## src/rtl/dmap_pkg.sv

```systemverilog
package dmap_pkg;
  localparam int ADDR_W = 8;
  localparam int DATA_W = 8;
  localparam int LOW_W  = ADDR_W - 1;

  localparam logic [ADDR_W-1:0] GUARD_LO = 8'h70;
  localparam logic [ADDR_W-1:0] PERX_LO  = 8'h90;
  localparam logic [ADDR_W-1:0] PERX_HI  = 8'hBF;
  localparam logic [ADDR_W-1:0] PERIO_LO = 8'hC0;
  localparam logic [ADDR_W-1:0] PERIO_HI = 8'hDF;
  localparam logic [ADDR_W-1:0] CORE_LO  = 8'hE9;
  localparam logic [ADDR_W-1:0] CORE_HI  = 8'hEF;
  localparam logic [ADDR_W-1:0] REGF_LO  = 8'hF0;
  localparam logic [ADDR_W-1:0] SEG_ADDR = 8'hFF;

  typedef enum logic [3:0] {
    TGT_NONE,
    TGT_RAM,
    TGT_GUARD,
    TGT_VOID,
    TGT_PERX,
    TGT_PERIO,
    TGT_CORE,
    TGT_REGF,
    TGT_SEG
  } tgt_e;
endpackage

```

## src/rtl/dmap_rst_sync.sv

```systemverilog
module dmap_rst_sync (
  input  logic clk,
  input  logic rst_n_in,
  output logic rst_n_out
);
  logic [1:0] sync_q;

  always_ff @(posedge clk or negedge rst_n_in) begin
    if (!rst_n_in) sync_q <= 2'b00;
    else           sync_q <= {sync_q[0], 1'b1};
  end

  assign rst_n_out = sync_q[1];
endmodule

```

## src/rtl/dmap_decode.sv

```systemverilog
module dmap_decode
  import dmap_pkg::*;
(
  input  logic [ADDR_W-1:0] addr,
  input  logic              acc,
  input  logic              bank_zero,
  output tgt_e              tgt
);
  always_comb begin
    tgt = TGT_NONE;
    if (acc) begin
      if (!addr[ADDR_W-1]) begin
        tgt = (bank_zero && (addr >= GUARD_LO)) ? TGT_GUARD : TGT_RAM;
      end else if ((addr >= PERX_LO) && (addr <= PERX_HI)) begin
        tgt = TGT_PERX;
      end else if ((addr >= PERIO_LO) && (addr <= PERIO_HI)) begin
        tgt = TGT_PERIO;
      end else if ((addr >= CORE_LO) && (addr <= CORE_HI)) begin
        tgt = TGT_CORE;
      end else if (addr == SEG_ADDR) begin
        tgt = TGT_SEG;
      end else if (addr >= REGF_LO) begin
        tgt = TGT_REGF;
      end else begin
        tgt = TGT_VOID;
      end
    end
  end
endmodule

```

## src/rtl/dmap_seg_reg.sv

```systemverilog
module dmap_seg_reg
  import dmap_pkg::*;
(
  input  logic              clk,
  input  logic              rst_n,
  input  logic              we,
  input  logic [DATA_W-1:0] wdata,
  output logic [DATA_W-1:0] seg_q
);
  logic [DATA_W-1:0] seg_d;

  always_comb begin
    seg_d = wdata;
  end

  always_ff @(posedge clk or negedge rst_n) begin
    if (!rst_n)  seg_q <= '0;
    else if (we) seg_q <= seg_d;
  end

  assert_seg_hold_R7: assert property (@(posedge clk) disable iff (!rst_n)
    !we |=> $stable(seg_q));
  assert_seg_load_R7: assert property (@(posedge clk) disable iff (!rst_n)
    we |=> (seg_q == $past(wdata)));
endmodule

```

## src/rtl/dmap_rdmux.sv

```systemverilog
module dmap_rdmux
  import dmap_pkg::*;
(
  input  tgt_e              tgt,
  input  logic              rd_en,
  input  logic [DATA_W-1:0] ram_rdata,
  input  logic [DATA_W-1:0] regf_rdata,
  input  logic [DATA_W-1:0] per_rdata,
  input  logic [DATA_W-1:0] seg_q,
  output logic [DATA_W-1:0] cpu_rdata
);
  always_comb begin
    cpu_rdata = '0;
    if (rd_en) begin
      unique case (tgt)
        TGT_RAM:   cpu_rdata = ram_rdata;
        TGT_GUARD: cpu_rdata = '1;
        TGT_PERX,
        TGT_PERIO,
        TGT_CORE:  cpu_rdata = per_rdata;
        TGT_REGF:  cpu_rdata = regf_rdata;
        TGT_SEG:   cpu_rdata = seg_q;
        default:   cpu_rdata = '0;
      endcase
    end
  end
endmodule

```

## src/rtl/dmem_bank_mapper.sv

```systemverilog
module dmem_bank_mapper
  import dmap_pkg::*;
#(
  parameter int BANK_W = 8,
  localparam int PA_W = BANK_W + LOW_W
) (
  input  logic              clk,
  input  logic              rst_n,
  input  logic [ADDR_W-1:0] addr,
  input  logic              rd_en,
  input  logic              wr_en,
  input  logic [DATA_W-1:0] wdata,
  input  logic              stk_acc,
  input  logic [DATA_W-1:0] ram_rdata,
  input  logic [DATA_W-1:0] regf_rdata,
  input  logic [DATA_W-1:0] per_rdata,
  output logic              ram_sel,
  output logic              ram_we,
  output logic [PA_W-1:0]   ram_addr,
  output logic              regf_sel,
  output logic              regf_we,
  output logic [3:0]        regf_idx,
  output logic [2:0]        per_sel,
  output logic              per_we,
  output logic [DATA_W-1:0] cpu_rdata
);
  logic              rst_n_int;
  logic [DATA_W-1:0] seg_q;
  logic [BANK_W-1:0] eff_bank;
  logic              bank_zero;
  logic              seg_we;
  tgt_e              tgt;

  dmap_rst_sync u_rst (
    .clk       (clk),
    .rst_n_in  (rst_n),
    .rst_n_out (rst_n_int)
  );

  assign eff_bank  = stk_acc ? '0 : seg_q[BANK_W-1:0];
  assign bank_zero = (eff_bank == '0);

  dmap_decode u_dec (
    .addr      (addr),
    .acc       (rd_en | wr_en),
    .bank_zero (bank_zero),
    .tgt       (tgt)
  );

  assign seg_we = (tgt == TGT_SEG) && wr_en;

  dmap_seg_reg u_seg (
    .clk   (clk),
    .rst_n (rst_n_int),
    .we    (seg_we),
    .wdata (wdata),
    .seg_q (seg_q)
  );

  dmap_rdmux u_mux (
    .tgt        (tgt),
    .rd_en      (rd_en),
    .ram_rdata  (ram_rdata),
    .regf_rdata (regf_rdata),
    .per_rdata  (per_rdata),
    .seg_q      (seg_q),
    .cpu_rdata  (cpu_rdata)
  );

  always_comb begin
    ram_sel  = (tgt == TGT_RAM);
    ram_we   = ram_sel && wr_en;
    ram_addr = {eff_bank, addr[LOW_W-1:0]};
    regf_sel = (tgt == TGT_REGF);
    regf_we  = regf_sel && wr_en;
    regf_idx = addr[3:0];
    per_sel  = {tgt == TGT_CORE, tgt == TGT_PERIO, tgt == TGT_PERX};
    per_we   = (|per_sel) && wr_en;
  end

  assert_one_target_R11: assert property (@(posedge clk) disable iff (!rst_n_int)
    $onehot0({ram_sel, regf_sel, per_sel}));
  assert_we_needs_wr_R11: assert property (@(posedge clk) disable iff (!rst_n_int)
    (ram_we || regf_we || per_we) |-> wr_en);
  assert_stack_bank0_R4: assert property (@(posedge clk) disable iff (!rst_n_int)
    (ram_sel && stk_acc) |-> (ram_addr[PA_W-1:LOW_W] == '0));
  assert_guard_reads_ff_R3: assert property (@(posedge clk) disable iff (!rst_n_int)
    (rd_en && !addr[7] && (addr[6:4] == 3'b111) && (stk_acc || (seg_q[BANK_W-1:0] == '0)))
      |-> ((cpu_rdata == 8'hFF) && !ram_sel && !ram_we));
  assert_void_reads_zero_R9: assert property (@(posedge clk) disable iff (!rst_n_int)
    (rd_en && ((addr[7:4] == 4'h8) || ((addr >= 8'hE0) && (addr <= 8'hE8))))
      |-> ((cpu_rdata == '0) && !ram_sel && !regf_sel && (per_sel == '0)));
  assert_idle_quiet_R10: assert property (@(posedge clk) disable iff (!rst_n_int)
    (!rd_en && !wr_en) |-> (!ram_sel && !regf_sel && (per_sel == '0) && (cpu_rdata == '0)));
endmodule

```

## config.mk

```make
export PLATFORM = sky130hd
export DESIGN_NAME = dmem_bank_mapper
export DESIGN_NICKNAME = d
export VERILOG_FILES = /design/src/rtl/dmap_pkg.sv /design/src/rtl/dmap_rst_sync.sv /design/src/rtl/dmap_decode.sv /design/src/rtl/dmap_seg_reg.sv /design/src/rtl/dmap_rdmux.sv /design/src/rtl/dmem_bank_mapper.sv
export SDC_FILE = /design/constraint.sdc
export NUM_CORES = 1
export LEC_CHECK = 0
export CORE_ASPECT_RATIO = 0.8
export CORE_MARGIN = 3
export CORE_UTILIZATION = 56
export DETAILED_ROUTE_END_ITERATION = 12
export DONT_BUFFER_PORTS = 1
export PLACE_DENSITY_LB_ADDON = 0.25
export SYNTH_ARGS = -nofsm -noshare
export SYNTH_HDL_FRONTEND = slang
export SYNTH_HIERARCHICAL = 1
export SYNTH_SLANG_ARGS = --single-unit
```

## constraint.sdc

```tcl
create_clock -name clk -period 2.2 [get_ports clk]
set_input_delay 0.11 -clock clk [delete_from_list [all_inputs] [get_ports clk]]
set_output_delay 0.11 -clock clk [all_outputs]
set_load 0.01 [all_outputs]
```

==> qor_table.md, run 1 <==
| Result | Value | Unit |
| --- | --- | --- |
| Run status | finished, violations left | - |
| Violations in the final reports | negative setup slack | - |
| Max-cap violation count | 0 | - |
| Global-route wire length before repair | 5200 | um |
| Synth-to-layout area growth | 33.3 | % |
| Synthesized netlist net count | 185 | - |
| Final routed wire length divided by cell count | 21.0 | um |
| Worst Max-Slew Pin Slew | 522 | ps |
| Max Clk Rate | 408 | MHz |
| Max Buffers Root-to-Sink | 2 | - |
| Post-synthesis instance area | 1190 | um^2 |
| End-of-flow core utilization | 81.6 | % |
| Placeable core region | 1940 | um^2 |
| Number of flip-flops and latches in the synthesized netlist | 10 | - |
| Register-to-register setup slack | -180 | ps |
| Total power density per cell area | 396 | nW/um^2 |
| Filler Cell Count | 112 | - |
| Count of vias placed by the detailed router | 1252 | - |
| Horizontal die dimension | 57.5 | um |
| Number of vias per cell | 6.84 | - |
| Final Setup Violations | 23 | - |
| Number of detailed-routing iterations run before antenna repair | 4 | - |
| Number of remaining DRC errors | 0 | - |
| RSZ-0062 raised after global routing | yes | - |
| Detail Placement HPWL | 2380 | um |
| Count of antenna diodes in the layout | 0 | - |
| Row count | 14 | - |
| Path type of the worst setup path | reg2out | - |
| Total Nets Final | 205 | - |
| Relative slew slack | 65.1 | % |
| Final period utilization | 111 | % |
| H-tree level count | 1 | - |
| Clock period minus worst slack | 2450 | ps |
| Layout cell share with drive strength beyond 1 | 49.1 | % |
| Number of flops mapped to enable cells by yosys | 0 | - |
| Total congestion overflow | 0 | - |
| Count of unique library cells instantiated by Yosys | 46 | - |
| Crit path max fanout | 7 | - |
| Vertical die dimension | 47.2 | um |
| I/O pin count | 80 | - |
| Sequential cell area fraction in the yosys report | 21.0 | % |
| CTS Buf Count | 3 | - |
| Number of port buffers | 0 | - |
| CTS tree | done | - |
| Latest clock arrival within the worst-skew pair | 270 | ps |
| Post-Layout Inst Area | 1590 | um^2 |
| Pin count of the biggest net entering global routing | 18 | - |
| Post-route worst setup slack | -251 | ps |
| Sequential standard cell area | 250 | um^2 |
| Async SR Flop Fraction | 100 | % |
| Area of placed instances | 1250 | um^2 |
| Initial antenna violation count | 0 | - |
| Total Routed Length | 3840 | um |
| ANT nets after route | 0 | - |
| Initial core utilization | 61.2 | % |
| Fin. max-slew vios | 0 | - |
| Worst EP arrival | 2340 | ps |
| Total routing usage reported by global routing | 25.6 | % |
| Total clock sinks | 10 | - |
| Lkg Pwr | 0.631 | nW |
| Yosys synthesis warning count | 6 | - |
| Gpl congestion | 0.730 | - |
| Worst vdd ir | 0.490 | mV |
| Average size of a mapped cell | 8.50 | um^2 |
| Launching element type of the critical path | flip-flop | - |
| Clk slew on worst S/H paths | 60 | ps |
| Via count of the first global-routing pass | 1096 | - |
| Die area | 2720 | um^2 |
| Prevailing post-synth register cell | sky130_fd_sc_hd__dfrtp_1 | - |
| Critical path required time | 2090 | ps |
| Post-Synthesis Cells | 140 | - |
| Final setup skew | 1.74 | ps |
| Worst Setup End Kind | output port | - |
| Multi-input gate area | 1000 | um^2 |
| Type of the tightest min-delay check | in2async | - |
| Cell at the root of the clock tree | sky130_fd_sc_hd__clkbuf_4 | - |
| Cell count after placement | 165 | - |
| Starting DRC count in detailed routing | 121 | - |
| Count of final hold-check violations | 0 | - |
| Number of standard cells in the final layout excluding fillers | 183 | - |
[what timing repair did]
action | in CTS | in global routing
gates resized for setup | 24 | 17
hold buffers | 9 | 0
hold endpoints to repair | 10 | 0
pin swaps | 9 | 13
setup buffers | 2 | 3
setup endpoints to repair | 19 | 24
gates cloned | 0 | 0
[cell usage in the layout (no fill, tap or decap), drive strengths merged, types with 2 or more instances in the layout]
master / count
buf: 21
a21oi: 13
dfrtp: 10
nor2b: 10
dlygate4sd3: 9
mux2: 8
nand2: 6
clkbuf: 5
nor3: 5
or3: 5
a2bb2oi: 5
a32oi: 4
a22oi: 4
nand3: 4
and2: 4
o21ai: 4
or2: 3
a22o: 3
o22ai: 3
and2b: 3
nor4: 3
and3: 3
nor2: 3
and3b: 2
nand4: 2
nand3b: 2
nor3b: 2
[critical path: stages (launching register included)]
cell and delay (ps):
sky130_fd_sc_hd__dfrtp_1 410, sky130_fd_sc_hd__nor4_4 70, sky130_fd_sc_hd__a21o_1 190, sky130_fd_sc_hd__nand3_2 90, sky130_fd_sc_hd__mux2i_4 70, sky130_fd_sc_hd__a211oi_4 390, sky130_fd_sc_hd__and2b_4 230, sky130_fd_sc_hd__a22oi_1 70
sky130_fd_sc_hd__or3_1 340, sky130_fd_sc_hd__a21oi_2 200
[final timing paths]
path	startpoint	to	cells after the start
worst max-delay path	u_seg/seg_q[3]$_DFFE_PN0P_	cpu_rdata[4]	9
worst min-delay path	rst_n	u_rst/sync_q[1]$_DFF_PN0_	1
worst max register to register	u_seg/seg_q[2]$_DFFE_PN0P_	u_seg/seg_q[5]$_DFFE_PN0P_	9
worst min register to register	u_rst/sync_q[1]$_DFF_PN0_	u_seg/seg_q[1]$_DFFE_PN0P_	0
max in group asynchronous	u_rst/sync_q[1]$_DFF_PN0_	u_seg/seg_q[4]$_DFFE_PN0P_	0
min in group clk	addr[6]	ram_addr[6]	0
[cell families after synthesis]
| group | count (synthesis) | synth area share [%] |
|---|---|---|
| other cells | 1 | 0.315 |
| compound gates | 42 | 24.4 |
| simple gates | 61 | 33.0 |
| buf+inv | 17 | 10.3 |
| mux | 9 | 10.9 |
| flops | 10 | 21.0 |
[through the flow]
step                setup WS (ps)  hold WS, ps  total power, mW  setup TNS (ps)
floorplan                    24.6         -186            0.360               0
global placement            -15.3         -186            0.375           -15.7
detailed placement           -137         -186            0.380            -873
CTS                          -201         61.2            0.588           -3030
global route                 -353         57.5            0.664           -6630
finish                       -251         65.4            0.628           -3830
[area by class of cell]
cell class	count	area share (%)
clock buffer	4	2.29
inverter	1	0.237
multi-input combinational	113	63.2
sequential	10	15.8
tap	24	1.89
timing repair buffer	31	16.6
[synthesized netlist by cell type, drive strengths merged (3+ instances only)]
cell type  instances  area (um^2)
nor2               3         13.8
mux2               8          120
and3               3         20.0
or3                5         31.3
a22oi              4         30.0
or2                3         18.8
a2bb2oi            5         43.8
dfrtp             10          250
a32oi              4         35.0
buf               16          119
a22o               3         26.3
o22ai              3         18.8
nand2              6         22.5
nor2b             10         62.6
and2               4         26.3
nor3               5         30.0
nand3              4         20.0
a21oi             13         65.1
nor4               3         18.8
o21ai              4         23.8
and2b              3         27.5
[power by group]
part           internal (mW)  total, mW  leakage (nW)  switching (mW)
clock                  0.101      0.164        0.0210          0.0630
sequential             0.188      0.193         0.135         0.00516
combinational          0.135      0.271         0.475           0.136
[per-layer routing]
layer / vias up / GRT usage [%] / routed length, um
li1: 564 / - / -
met1: 600 / 32.5 / 1560
met2: 74 / 42.8 / 1890
met3: 14 / 6.87 / 295
met4: 0 / 8.80 / 92
met5: - / 0 / 0
[registers in the layout, indices dropped and copies added (netlist names)]
| register | cells |
|---|---|
| u_seg/seg_q | 8 |
| u_rst/sync_q | 2 |
Note: power is estimated with default switching activity, not from simulation.
==> run 2: changes to the inputs <==
--- a/config.mk
+++ b/config.mk
@@ -11,6 +11,7 @@
 export DETAILED_ROUTE_END_ITERATION = 12
 export DONT_BUFFER_PORTS = 1
 export PLACE_DENSITY_LB_ADDON = 0.25
+export SKIP_LAST_GASP = 1
 export SYNTH_ARGS = -nofsm -noshare
 export SYNTH_HDL_FRONTEND = slang
 export SYNTH_HIERARCHICAL = 1
==> run 2 against run 1 <==
  * Sequential share of layout area up 0.062 points
  * Register-to-register slack worse by 20 ps
  * Largest power group unchanged
  * Critical path type unchanged
  * Cell area down 0.39%
  * Count of clock-buffer cells in the layout unchanged
  * The flow still finishes with violations (negative setup slack)
  * Global-route usage down 0.53 points
==> qor_table.md, run 2 (same netlist as run 1, synthesis figures left out) <==
| Result | Value | Unit | vs previous |
| --- | --- | --- | --- |
| Initial antenna violation count | 0 | - | unchanged |
| Most frequent standard cell in the layout excluding fill and tap cells | sky130_fd_sc_hd__buf_4 | - | unchanged |
| RSZ-0062 raised after global routing | yes | - | unchanged |
| Worst EP arrival | 2360 | ps | was 2340 ps |
| Clk slew on worst S/H paths | 60 | ps | about the same |
| Latest clock arrival within the worst-skew pair | 270 | ps | about the same |
| Commonest cells after routing, fill and taps aside | 19 x sky130_fd_sc_hd__buf_4, 10 x sky130_fd_sc_hd__dfrtp_1, 9 x sky130_fd_sc_hd__nor2b_1, 9 x sky130_fd_sc_hd__dlygate4sd3_1, 8 x sky130_fd_sc_hd__mux2_4 | - | was 19 x sky130_fd_sc_hd__buf_4, 10 x sky130_fd_sc_hd__dfrtp_1, 9 x sky130_fd_sc_hd__nor2b_1, 9 x sky130_fd_sc_hd__dlygate4sd3_1 |
| Number of vias per cell | 6.79 | - | was 6.84 |
| Clock period minus worst slack | 2470 | ps | was 2450 ps |
| Violations in the final reports | negative setup slack | - | unchanged |
| Largest registers in the final layout | u_seg/seg_q: 8 flops, u_rst/sync_q: 2 flops | - | unchanged |
| Count of vias placed by the detailed router | 1242 | - | was 1252 |
| Total Routed Length | 3680 | um | was 3840 um |
| Type of the tightest min-delay check | in2async | - | unchanged |
| H-tree level count | 1 | - | unchanged |
| Filler Cell Count | 108 | - | was 112 |
| Final setup skew | 2.61 | ps | was 1.74 ps |
| CTS Buf Count | 3 | - | unchanged |
| Total routing usage reported by global routing | 25.0 | % | was 25.6% |
| ANT nets after route | 0 | - | unchanged |
| Path type of the worst setup path | reg2out | - | unchanged |
| Count of final hold-check violations | 0 | - | unchanged |
| CTS tree | done | - | unchanged |
| Fin. max-slew vios | 0 | - | unchanged |
| Starting DRC count in detailed routing | 119 | - | was 121 |
| Smallest hold slack | 63.6 | ps | was 65.4 ps |
| Die area | 2720 | um^2 | unchanged |
| Crit path max fanout | 7 | - | unchanged |
| Max Clk Rate | 405 | MHz | was 408 MHz |
| Largest register by flop count | u_seg/seg_q | - | unchanged |
| Initial core utilization | 61.2 | % | unchanged |
| Max Buffers Root-to-Sink | 2 | - | unchanged |
| Final Setup Violations | 24 | - | was 23 |
| Sum of internal, switching and leakage power | 0.623 | mW | was 0.628 mW |
| Number of remaining DRC errors | 0 | - | unchanged |
| Gpl congestion | 0.730 | - | unchanged |
| Number of detailed-routing iterations run before antenna repair | 4 | - | unchanged |
| Post-route worst setup slack | -267 | ps | was -251 ps |
| Total clock sinks | 10 | - | unchanged |
| Total power density per cell area | 394 | nW/um^2 | was 396 nW/um^2 |
| Detail Placement HPWL | 2380 | um | unchanged |
| I/O pin count | 80 | - | unchanged |
| Number of port buffers | 0 | - | unchanged |
| Launching element type of the critical path | flip-flop | - | unchanged |
| Synth-to-layout area growth | 32.8 | % | was 33.3% |
| Total Nets Final | 205 | - | unchanged |
| Run status | finished, violations left | - | unchanged |
| Row count | 14 | - | unchanged |
| Critical path required time | 2090 | ps | about the same |
| Pre-CTS WS | -137 | ps | unchanged |
| Count of antenna diodes in the layout | 0 | - | unchanged |
| Cell at the root of the clock tree | sky130_fd_sc_hd__clkbuf_4 | - | unchanged |
| Max-cap violation count | 0 | - | unchanged |
| Final routed wire length divided by cell count | 20.1 | um | was 21.0 um |
| Via count of the first global-routing pass | 1086 | - | was 1096 |
| Layout cell share with drive strength beyond 1 | 48.4 | % | was 49.1% |
| Pin count of the biggest net entering global routing | 18 | - | unchanged |
| Lkg Pwr | 0.630 | nW | was 0.631 nW |
| Global-route wire length before repair | 5110 | um | was 5200 um |
| Worst vdd ir | 0.482 | mV | was 0.490 mV |
| Placeable core region | 1940 | um^2 | unchanged |
| Post-Route Setup TNS | -3930 | ps | was -3830 ps |
| Final period utilization | 112 | % | was 111% |
| Horizontal die dimension | 57.5 | um | unchanged |
| Flip-flop count of the largest register, all copies and words added | 8 | - | unchanged |
| Number of standard cells in the final layout excluding fillers | 183 | - | unchanged |
| Total congestion overflow | 0 | - | unchanged |
| Worst Setup End Kind | output port | - | unchanged |
| Vertical die dimension | 47.2 | um | unchanged |
| Cell count after placement | 165 | - | unchanged |
-- run 2: path summary, 6_finish.rpt --
kind	startpoint	end	slack, ps	cells past startpoint
setup reg to reg	u_seg/seg_q[2]$_DFFE_PN0P_	u_seg/seg_q[5]$_DFFE_PN0P_	-200	9
max in group asynchronous	u_rst/sync_q[1]$_DFF_PN0_	u_seg/seg_q[4]$_DFFE_PN0P_	1820	0
hold / removal	rst_n	u_rst/sync_q[0]$_DFF_PN0_	60	1
hold reg to reg	u_rst/sync_q[1]$_DFF_PN0_	u_seg/seg_q[3]$_DFFE_PN0P_	130	0
setup / recovery	u_seg/seg_q[3]$_DFFE_PN0P_	cpu_rdata[2]	-270	9
min in group clk	addr[6]	ram_addr[6]	220	0
-- run 2: worst max-delay path, cell delays in order (launching register included) --
cell	delay, ps
sky130_fd_sc_hd__dfrtp_1	410
sky130_fd_sc_hd__nor4_4	70
sky130_fd_sc_hd__a21o_1	190
sky130_fd_sc_hd__nand3_2	90
sky130_fd_sc_hd__mux2i_4	70
sky130_fd_sc_hd__a211oi_4	390
sky130_fd_sc_hd__and2b_4	240
sky130_fd_sc_hd__a22oi_1	70
sky130_fd_sc_hd__or3_1	330
sky130_fd_sc_hd__a21oi_2	210
-- run 2: power by group --
group / internal, mW / total, mW / leakage [nW] / switching, mW
sequential: 0.188 / 0.193 / 0.135 / 0.00506
clock: 0.101 / 0.164 / 0.0210 / 0.0633
combinational: 0.134 / 0.266 / 0.475 / 0.133
total: 0.422 / 0.623 / 0.630 / 0.201
-- run 2: routing by layer --
layer | vias up | GRT usage, % | wire, um
met5 | - | 0 | 0
met4 | 0 | 9.72 | 87
met3 | 14 | 7.42 | 287
met2 | 73 | 41.2 | 1800
met1 | 595 | 31.5 | 1500
li1 | 560 | - | -
-- run 2: area by class of cell --
class                      count  area [um^2]  share of cell area [%]
clock buffer                   4         36.3                    2.30
inverter                       1         3.75                   0.238
sequential                    10          250                    15.8
tap                           24         30.0                    1.90
timing repair buffer          31          260                    16.5
multi-input combinational    113         1000                    63.3
-- run 2: per-stage QoR --
stage	util (%)	cell area, um^2
after floorplan	-	1200
after global placement	64.1	1250
after detailed placement	64.1	1250
after CTS	75.0	1460
after global routing	81.3	1580
final	81.3	1580
-- run 2: what timing repair did --
action                                  4_1_cts  5_1_grt
endpoints found under the setup margin       19       24
hold endpoints to repair                     10        0
resized for setup                            20       19
hold buffers                                  9        0
pin swaps                                     7       14
buffers inserted                              2        3
